`src/rtl/scp_pkg.sv`:
```
package scp_pkg;

  localparam logic [6:0] OPC_REG    = 7'd51;
  localparam logic [6:0] OPC_IMM    = 7'd19;
  localparam logic [6:0] OPC_LOAD   = 7'd3;
  localparam logic [6:0] OPC_STORE  = 7'd35;
  localparam logic [6:0] OPC_BRANCH = 7'd99;

  typedef enum logic [3:0] {
    ALU_ADD  = 4'd0,
    ALU_SUB  = 4'd1,
    ALU_SLL  = 4'd2,
    ALU_SLT  = 4'd3,
    ALU_SLTU = 4'd4,
    ALU_XOR  = 4'd5,
    ALU_SRL  = 4'd6,
    ALU_SRA  = 4'd7,
    ALU_OR   = 4'd8,
    ALU_AND  = 4'd9
  } alu_op_e;

  typedef enum logic [1:0] {
    IMM_I  = 2'd0,
    IMM_SH = 2'd1,
    IMM_S  = 2'd2,
    IMM_B  = 2'd3
  } imm_kind_e;

  typedef struct packed {
    logic      reg_we;
    logic      mem_we;
    logic      alu_imm;
    logic      wb_mem;
    logic      branch;
    imm_kind_e imm_kind;
    alu_op_e   alu_op;
  } ctrl_t;

endpackage

```
`src/rtl/scp_decoder.sv`:
```
module scp_decoder
  import scp_pkg::*;
(
  input  logic [6:0] opcode,
  input  logic [2:0] funct3,
  input  logic       alt_bit,
  output ctrl_t      ctrl
);

  // Operation decoder: funct3 selects the operation; alt_bit only picks sub
  // when the caller permits it (register-register form).
  function automatic alu_op_e pick_op(input logic [2:0] f3, input logic alt,
                                      input logic sub_ok);
    case (f3)
      3'd0:    pick_op = (sub_ok && alt) ? ALU_SUB : ALU_ADD;
      3'd1:    pick_op = ALU_SLL;
      3'd2:    pick_op = ALU_SLT;
      3'd3:    pick_op = ALU_SLTU;
      3'd4:    pick_op = ALU_XOR;
      3'd5:    pick_op = alt ? ALU_SRA : ALU_SRL;
      3'd6:    pick_op = ALU_OR;
      default: pick_op = ALU_AND;
    endcase
  endfunction

  // Main decoder
  always_comb begin
    ctrl = '0;
    case (opcode)
      OPC_REG: begin
        ctrl.reg_we = 1'b1;
        ctrl.alu_op = pick_op(funct3, alt_bit, 1'b1);
      end
      OPC_IMM: begin
        ctrl.reg_we   = 1'b1;
        ctrl.alu_imm  = 1'b1;
        ctrl.imm_kind = (funct3 == 3'd1 || funct3 == 3'd5) ? IMM_SH : IMM_I;
        ctrl.alu_op   = pick_op(funct3, alt_bit, 1'b0);
      end
      OPC_LOAD: begin
        ctrl.reg_we   = 1'b1;
        ctrl.alu_imm  = 1'b1;
        ctrl.wb_mem   = 1'b1;
        ctrl.imm_kind = IMM_I;
        ctrl.alu_op   = ALU_ADD;
      end
      OPC_STORE: begin
        ctrl.mem_we   = 1'b1;
        ctrl.alu_imm  = 1'b1;
        ctrl.imm_kind = IMM_S;
        ctrl.alu_op   = ALU_ADD;
      end
      OPC_BRANCH: begin
        if (funct3 == 3'd0) begin
          ctrl.branch   = 1'b1;
          ctrl.imm_kind = IMM_B;
        end
      end
      default: ctrl = '0;
    endcase
  end

  always_comb begin
    if (opcode == OPC_STORE)
      p_store_no_regwr_r8: assert (ctrl.mem_we && !ctrl.reg_we);
    if (opcode == OPC_BRANCH)
      p_branch_no_write_r10: assert (!ctrl.reg_we && !ctrl.mem_we);
    if (!(opcode inside {OPC_REG, OPC_IMM, OPC_LOAD, OPC_STORE, OPC_BRANCH}))
      p_unknown_quiet_r11: assert (!ctrl.reg_we && !ctrl.mem_we && !ctrl.branch);
  end

endmodule

```
`src/rtl/scp_imm_gen.sv`:
```
module scp_imm_gen
  import scp_pkg::*;
#(
  parameter int XLEN = 32
) (
  input  logic [31:7]     instr_hi,
  input  imm_kind_e       kind,
  output logic [XLEN-1:0] imm
);

  logic [31:0] field_i, field_sh, field_s, field_b;

  assign field_i  = {{20{instr_hi[31]}}, instr_hi[31:20]};
  assign field_sh = {27'd0, instr_hi[24:20]};
  assign field_s  = {{20{instr_hi[31]}}, instr_hi[31:25], instr_hi[11:7]};
  assign field_b  = {{19{instr_hi[31]}}, instr_hi[31], instr_hi[7],
                     instr_hi[30:25], instr_hi[11:8], 1'b0};

  always_comb begin
    case (kind)
      IMM_I:   imm = XLEN'(signed'(field_i));
      IMM_SH:  imm = XLEN'(field_sh);
      IMM_S:   imm = XLEN'(signed'(field_s));
      default: imm = XLEN'(signed'(field_b));
    endcase
  end

endmodule

```
`src/rtl/scp_alu.sv`:
```
module scp_alu
  import scp_pkg::*;
#(
  parameter int XLEN = 32
) (
  input  logic [XLEN-1:0] a,
  input  logic [XLEN-1:0] b,
  input  alu_op_e         op,
  output logic [XLEN-1:0] res
);

  localparam int SH_W = $clog2(XLEN);

  logic [SH_W-1:0] shamt;
  assign shamt = b[SH_W-1:0];

  always_comb begin
    case (op)
      ALU_ADD:  res = a + b;
      ALU_SUB:  res = a - b;
      ALU_SLL:  res = a << shamt;
      ALU_SLT:  res = XLEN'($signed(a) < $signed(b));
      ALU_SLTU: res = XLEN'(a < b);
      ALU_XOR:  res = a ^ b;
      ALU_SRL:  res = a >> shamt;
      ALU_SRA:  res = $unsigned($signed(a) >>> shamt);
      ALU_OR:   res = a | b;
      ALU_AND:  res = a & b;
      default:  res = '0;
    endcase
  end

  always_comb begin
    if (op == ALU_SLT || op == ALU_SLTU)
      p_compare_is_flag_r4: assert (res[XLEN-1:1] == '0);
  end

endmodule

```
`src/rtl/scp_regfile.sv`:
```
module scp_regfile #(
  parameter int XLEN  = 32,
  parameter int NREGS = 32,
  localparam int AW   = $clog2(NREGS)
) (
  input  logic            clk,
  input  logic            we,
  input  logic [AW-1:0]   wa,
  input  logic [XLEN-1:0] wd,
  input  logic [AW-1:0]   ra1,
  input  logic [AW-1:0]   ra2,
  output logic [XLEN-1:0] rd1,
  output logic [XLEN-1:0] rd2
);

  logic [XLEN-1:0] mem [NREGS];

  always_ff @(posedge clk) begin
    if (we) mem[wa] <= wd;
  end

  assign rd1 = (ra1 == '0) ? '0 : mem[ra1];
  assign rd2 = (ra2 == '0) ? '0 : mem[ra2];

endmodule

```
`src/rtl/scalar_core.sv`:
```
module scalar_core
  import scp_pkg::*;
#(
  parameter int XLEN       = 32,
  parameter int NREGS      = 32,
  parameter int IMEM_WORDS = 32,
  parameter int DMEM_WORDS = 32,
  parameter logic [IMEM_WORDS*XLEN-1:0] INIT_IMAGE =
    {{((IMEM_WORDS-3)*XLEN){1'b0}}, 32'h006283b3, 32'h00700313, 32'h00600293},
  localparam int RAW = $clog2(NREGS)
) (
  input  logic            clk,
  input  logic            rst,
  output logic [XLEN-1:0] dbg_pc,
  output logic [XLEN-1:0] dbg_instr,
  output logic            dbg_wr_en,
  output logic [RAW-1:0]  dbg_wr_idx,
  output logic [XLEN-1:0] dbg_wr_data
);

  localparam int IAW = $clog2(IMEM_WORDS);
  localparam int DAW = $clog2(DMEM_WORDS);

  // Program counter and instruction image
  logic [XLEN-1:0] pc_q, pc_next;
  logic [XLEN-1:0] rom [IMEM_WORDS];
  logic [31:0]     instr;

  for (genvar g = 0; g < IMEM_WORDS; g++) begin : g_rom
    assign rom[g] = INIT_IMAGE[g*XLEN +: XLEN];
  end

  assign instr = rom[pc_q[IAW-1:0]][31:0];

  // Decode
  ctrl_t ctrl;
  scp_decoder u_dec (
    .opcode  (instr[6:0]),
    .funct3  (instr[14:12]),
    .alt_bit (instr[30]),
    .ctrl    (ctrl)
  );

  logic [XLEN-1:0] imm;
  scp_imm_gen #(.XLEN(XLEN)) u_imm (
    .instr_hi (instr[31:7]),
    .kind     (ctrl.imm_kind),
    .imm      (imm)
  );

  // Register file
  logic [XLEN-1:0] rs1_val, rs2_val, wb_val;
  scp_regfile #(.XLEN(XLEN), .NREGS(NREGS)) u_rf (
    .clk (clk),
    .we  (ctrl.reg_we),
    .wa  (instr[11:7]),
    .wd  (wb_val),
    .ra1 (instr[19:15]),
    .ra2 (instr[24:20]),
    .rd1 (rs1_val),
    .rd2 (rs2_val)
  );

  // Execute
  logic [XLEN-1:0] alu_b, alu_res;
  assign alu_b = ctrl.alu_imm ? imm : rs2_val;

  scp_alu #(.XLEN(XLEN)) u_alu (
    .a   (rs1_val),
    .b   (alu_b),
    .op  (ctrl.alu_op),
    .res (alu_res)
  );

  // Data array: synchronous write, asynchronous read
  logic [XLEN-1:0] dmem [DMEM_WORDS];
  logic [DAW-1:0]  daddr;
  logic [XLEN-1:0] dread;

  assign daddr = alu_res[DAW-1:0];
  assign dread = dmem[daddr];

  always_ff @(posedge clk) begin
    if (ctrl.mem_we && !rst) dmem[daddr] <= rs2_val;
  end

  assign wb_val = ctrl.wb_mem ? dread : alu_res;

  // Next PC: branch offsets are bytes, the PC counts words
  logic take;
  assign take    = ctrl.branch && (rs1_val == rs2_val);
  assign pc_next = take ? pc_q + $unsigned($signed(imm) >>> 2) : pc_q + XLEN'(1);

  always_ff @(posedge clk) begin
    if (rst) pc_q <= '0;
    else     pc_q <= pc_next;
  end

  // Registered write probe
  always_ff @(posedge clk) begin
    if (rst) begin
      dbg_wr_en   <= 1'b0;
      dbg_wr_idx  <= '0;
      dbg_wr_data <= '0;
    end else begin
      dbg_wr_en   <= ctrl.reg_we;
      dbg_wr_idx  <= instr[11:7];
      dbg_wr_data <= wb_val;
    end
  end

  assign dbg_pc    = pc_q;
  assign dbg_instr = XLEN'(instr);

  // Checks
  logic rst_d;
  always_ff @(posedge clk) begin
    rst_d <= rst;
    if (rst_d) p_reset_clear_r1: assert (pc_q == '0 && !dbg_wr_en);
  end

  p_pc_step_r2: assert property (@(posedge clk) disable iff (rst)
    !take |=> pc_q == $past(pc_q) + XLEN'(1));

  p_branch_target_r10: assert property (@(posedge clk) disable iff (rst)
    take |=> pc_q == $past(pc_q + $unsigned($signed(imm) >>> 2)));

  p_probe_follows_r12: assert property (@(posedge clk) disable iff (rst)
    ctrl.reg_we |=> (dbg_wr_en && dbg_wr_data == $past(wb_val)));

  p_probe_quiet_r12: assert property (@(posedge clk) disable iff (rst)
    !ctrl.reg_we |=> !dbg_wr_en);

endmodule

```
`config.mk`:
```
export PLATFORM = sky130hd
export DESIGN_NAME = scalar_core
export DESIGN_NICKNAME = d
export VERILOG_FILES = /design/src/rtl/scp_pkg.sv /design/src/rtl/scp_decoder.sv /design/src/rtl/scp_imm_gen.sv /design/src/rtl/scp_alu.sv /design/src/rtl/scp_regfile.sv /design/src/rtl/scalar_core.sv
export SDC_FILE = /design/constraint.sdc
export NUM_CORES = 1
export LEC_CHECK = 0
export BUFFER_PORTS_ARGS = -buffer_cell sky130_fd_sc_hd__buf_2
export CORE_ASPECT_RATIO = 0.9
export CORE_MARGIN = 2
export CORE_UTILIZATION = 37
export CTS_CLUSTER_SIZE = 20
export DETAILED_ROUTE_END_ITERATION = 10
export PLACE_DENSITY = 0.56
export SETUP_SLACK_MARGIN = 0.05
export SLEW_MARGIN = 10
export SYNTH_ARGS = -nofsm -noshare
export SYNTH_HDL_FRONTEND = slang
export SYNTH_SLANG_ARGS = --single-unit
```
`constraint.sdc`:
```
create_clock -name clk -period 3.9 [get_ports clk]
set_clock_uncertainty 0.15 [all_clocks]
set_input_delay 1.17 -clock clk [delete_from_list [all_inputs] [get_ports clk]]
set_output_delay 1.17 -clock clk [all_outputs]
set_load 0.005 [all_outputs]
```
==> results_dict.tcl <==
set metrics [dict create \
    endpoint_kind "flop" \
    antenna_found_initial 0 \
    max_freq_ghz 0.270 \
    p_per_area_nw_per_um2 448 \
    die_x_um 172 \
    ys.flop_type "edfxtp_1" \
    synth_seq_area_share_pct 55.5 \
    status "completed" \
    num_vias 6444 \
    irDropWorstVdd_v 0.000264 \
    cts_tree "done" \
    synth-seq-cells 196 \
    synth_area_um2 9370 \
    worst_pin_slew_ps 769 \
    grt_overflow 0 \
    power.share.sequential_pct 50.2 \
    rows 55 \
    n_fill_cell 2420 \
    mostFrequentLayoutCells "edfxtp_1 (128), buf_2 (81), dfxtp_1 (67), nor2_1 (65), nand2_1 (65)" \
    routedWlPerCell_um 15.7 \
    synth_warnings 0 \
    multiInputGateArea_um2 4220 \
    coreArea_um2 25000 \
    gp_congestion 0.844 \
    syn_area_per_cell_um2 11.2 \
    finish.utilization_pct 45.2 \
    path_max_fanout 7 \
    vias_per_cell 4.88 \
    critPathLaunchType "flop" \
    cts.htree.levels 4 \
    n_antenna_cell 0 \
    leakage_uw 0.00463 \
    hold_slack_ps 318 \
    drc_errors 0 \
    die_area_um2 26600 \
    clockBufferDepth 2 \
    clk_pin_slew_ps 80 \
    crit_top_cell "ha_1" \
    switching_power_uw 1430 \
    power_frac_comb_pct 14.4 \
    slew_viol_final 0 \
    switching_share_pct 28.2 \
    crit_type "flop to flop" \
    grt_max_degree 37 \
    grt.total_usage_pct 15.8 \
    crit_arrival_ps 3880 \
    start_util_pct 37.4 \
    io_buffers 81 \
    drive_gt1_share_pct 23.9 \
    rsz0062_at_grt "true" \
    internal_power_uw 3640 \
    clockPowerShare_pct 35.4 \
    pin_count 104 \
    slowest_stage "fa_1" \
    critPathMaxStageDelay_ps 400 \
    async_flop_share_pct 0 \
    cts_hold_buf 0 \
    post-route-period-util_pct 94.8 \
    dp_hpwl_um 13800 \
    nNetsFinal 1005 \
    clock_latency_ps 440 \
    crit_chain "ha_1 -> inv_1 -> ha_1 -> nand2_2 -> buf_4 -> a31oi_1 -> nor2_1 -> o22ai_1 -> ha_2 -> fa_1 -> a21o_1 -> a31o_4 -> a32oi_4 -> a21oi_2 -> a21boi_2 -> mux2_2" \
    dp_slack_ps 33.4 \
    cts_inserted_buffers 17 \
    final_common_cell "edfxtp_1" \
    register_area_um2 5210 \
    period_needed_ps 3700 \
    drtPass1Iterations 4 \
    clkSinkCount 196 \
    fin_tns_setup_ps 0 \
    grt_pass1_vias 6210 \
    synth_edf_count 128 \
    maxCapViolations 0 \
    finalSetupViolations 0 \
    grt_pass1_wl_um 32800 \
    synth.distinct_cells 67 \
    required_ps 4080 \
    die_y_um 155 \
    antenna_left 0 \
    postLayoutSetupSlackWorst_ps 201 \
    finalHoldViolCount 0 \
    wirelength_um 20800 \
    cts_root_buf "clkbuf_16" \
    areaGrowthSynthToFinish_pct 20.8 \
    slew_headroom_pct 48.8 \
    hp-class "flop to flop" \
    synthCells 837 \
    drt_iter0_drc 418 \
]
[layout make-up]
class	instances	area share [%]
clock buffer	17	3.76
clock inverter	15	1.60
inverter	19	0.696
multi-input combinational	609	37.2
sequential	196	46.0
tap	342	3.78
timing repair buffer	123	6.92
[worst max-delay path: cells and delay by family (launching register included)]
kind	cells	cell delay, ps
multiplexers	1	350
AND/OR/NAND/NOR	2	260
flip-flops	1	390
buffers and inverters	2	220
AO/OA/AOI/OAI	7	1250
adder cells (fa/ha/maj)	4	980
[Yosys cell counts (2+ instances only)]
cell type | number | area share, %
edfxtp_1 | 128 | 41
nor2_1 | 71 | 2.8
nand2_1 | 69 | 2.8
dfxtp_1 | 68 | 15
a21oi_1 | 45 | 2.4
o21ai_0 | 43 | 2.3
and3_1 | 36 | 2.4
ha_1 | 36 | 4.8
mux2i_1 | 31 | 3.3
buf_4 | 29 | 2.3
nor2b_1 | 28 | 1.9
xor2_1 | 28 | 2.6
clkbuf_1 | 24 | 0.96
nor3_1 | 22 | 1.2
xnor2_1 | 22 | 2.1
nand4_1 | 19 | 1.3
inv_1 | 18 | 0.72
nand3_1 | 15 | 0.80
buf_2 | 11 | 0.59
a21o_1 | 7 | 0.56
o21a_1 | 6 | 0.48
mux2_1 | 5 | 0.60
a211oi_1 | 4 | 0.32
o21ai_1 | 4 | 0.21
o21bai_1 | 4 | 0.32
o22ai_1 | 4 | 0.27
a21boi_0 | 3 | 0.24
a31oi_1 | 3 | 0.20
and4_1 | 3 | 0.28
a211o_1 | 2 | 0.19
a211oi_2 | 2 | 0.27
a31o_2 | 2 | 0.19
and2_1 | 2 | 0.13
mux2_2 | 2 | 0.24
nand3_2 | 2 | 0.21
nor3_4 | 2 | 0.35
nor4_2 | 2 | 0.27
nor4bb_1 | 2 | 0.21
o211ai_2 | 2 | 0.27
o221ai_1 | 2 | 0.19
or2_2 | 2 | 0.13
or3_4 | 2 | 0.24
[stage by stage]
stage	instances	cell area, um2	power [uW]
final	1321	11300	5070
after global routing	1321	11300	5300
after CTS	1313	11000	5070
after detailed placement	1281	10300	3280
after global placement	1281	10300	3270
after floorplan	890	9580	3040
[kinds of logic (layout without fill, tap and decap cells)]
group | after synthesis | in the layout | share of synthesized area, %
buffers and inverters | 85 | 174 | 4.79
adders and majority gates | 37 | 37 | 5.02
and+or+nand+nor | 283 | 283 | 15.6
DFF | 196 | 196 | 55.5
other | 1 | 54 | 0.0400
muxes | 38 | 38 | 4.15
AOI/OAI and AO/OA | 147 | 147 | 10.1
xor gates and xnor gates | 50 | 50 | 4.67
[power groups by stage]
stage | Clock [uW] | Sequential [uW] | Combinational (uW)
after floorplan | 0 | 2590 | 450
after global placement | 0 | 2590 | 676
after detailed placement | 0 | 2600 | 682
after CTS | 1830 | 2550 | 688
after global routing | 1910 | 2570 | 819
final | 1790 | 2550 | 733
[state kept, by name, indices dropped and copies added, names as in the netlist]
signal       cells
dbg_wr_data     32
dbg_wr_idx       3
u_rf.mem       128
dbg_pc          32
dbg_wr_en        1
[layer usage]
metal | wire length [um] | vias up | global-route usage [%] | part of all wire [%]
met4 | 241 | 0 | 4.72 | 1.2
li1 | - | 3201 | - | -
met1 | 10300 | 3105 | 22.3 | 50
met2 | 9600 | 120 | 25.4 | 46
met3 | 623 | 18 | 2.01 | 3.0
met5 | 0 | - | 0 | 0
[repair_timing]
item | in CTS | in global routing
endpoints found under the hold margin | 0 | 0
pin swaps | 0 | 13
setup endpoints to repair | 14 | 98
setup buffers | 0 | 7
gates resized for setup | 2 | 63
cloned | 0 | 1
[worst paths after layout]
check / from / end / slack (ps) / cells after the start
min reg2reg: dbg_pc[0] / dbg_pc[0] / 320 / 1
min: dbg_pc[0] / dbg_pc[0] / 320 / 1
max: dbg_pc[0] / dbg_wr_data[20] / 200 / 16
max reg2reg: dbg_pc[0] / dbg_wr_data[20] / 200 / 16
(Power assumes the default switching activity.)
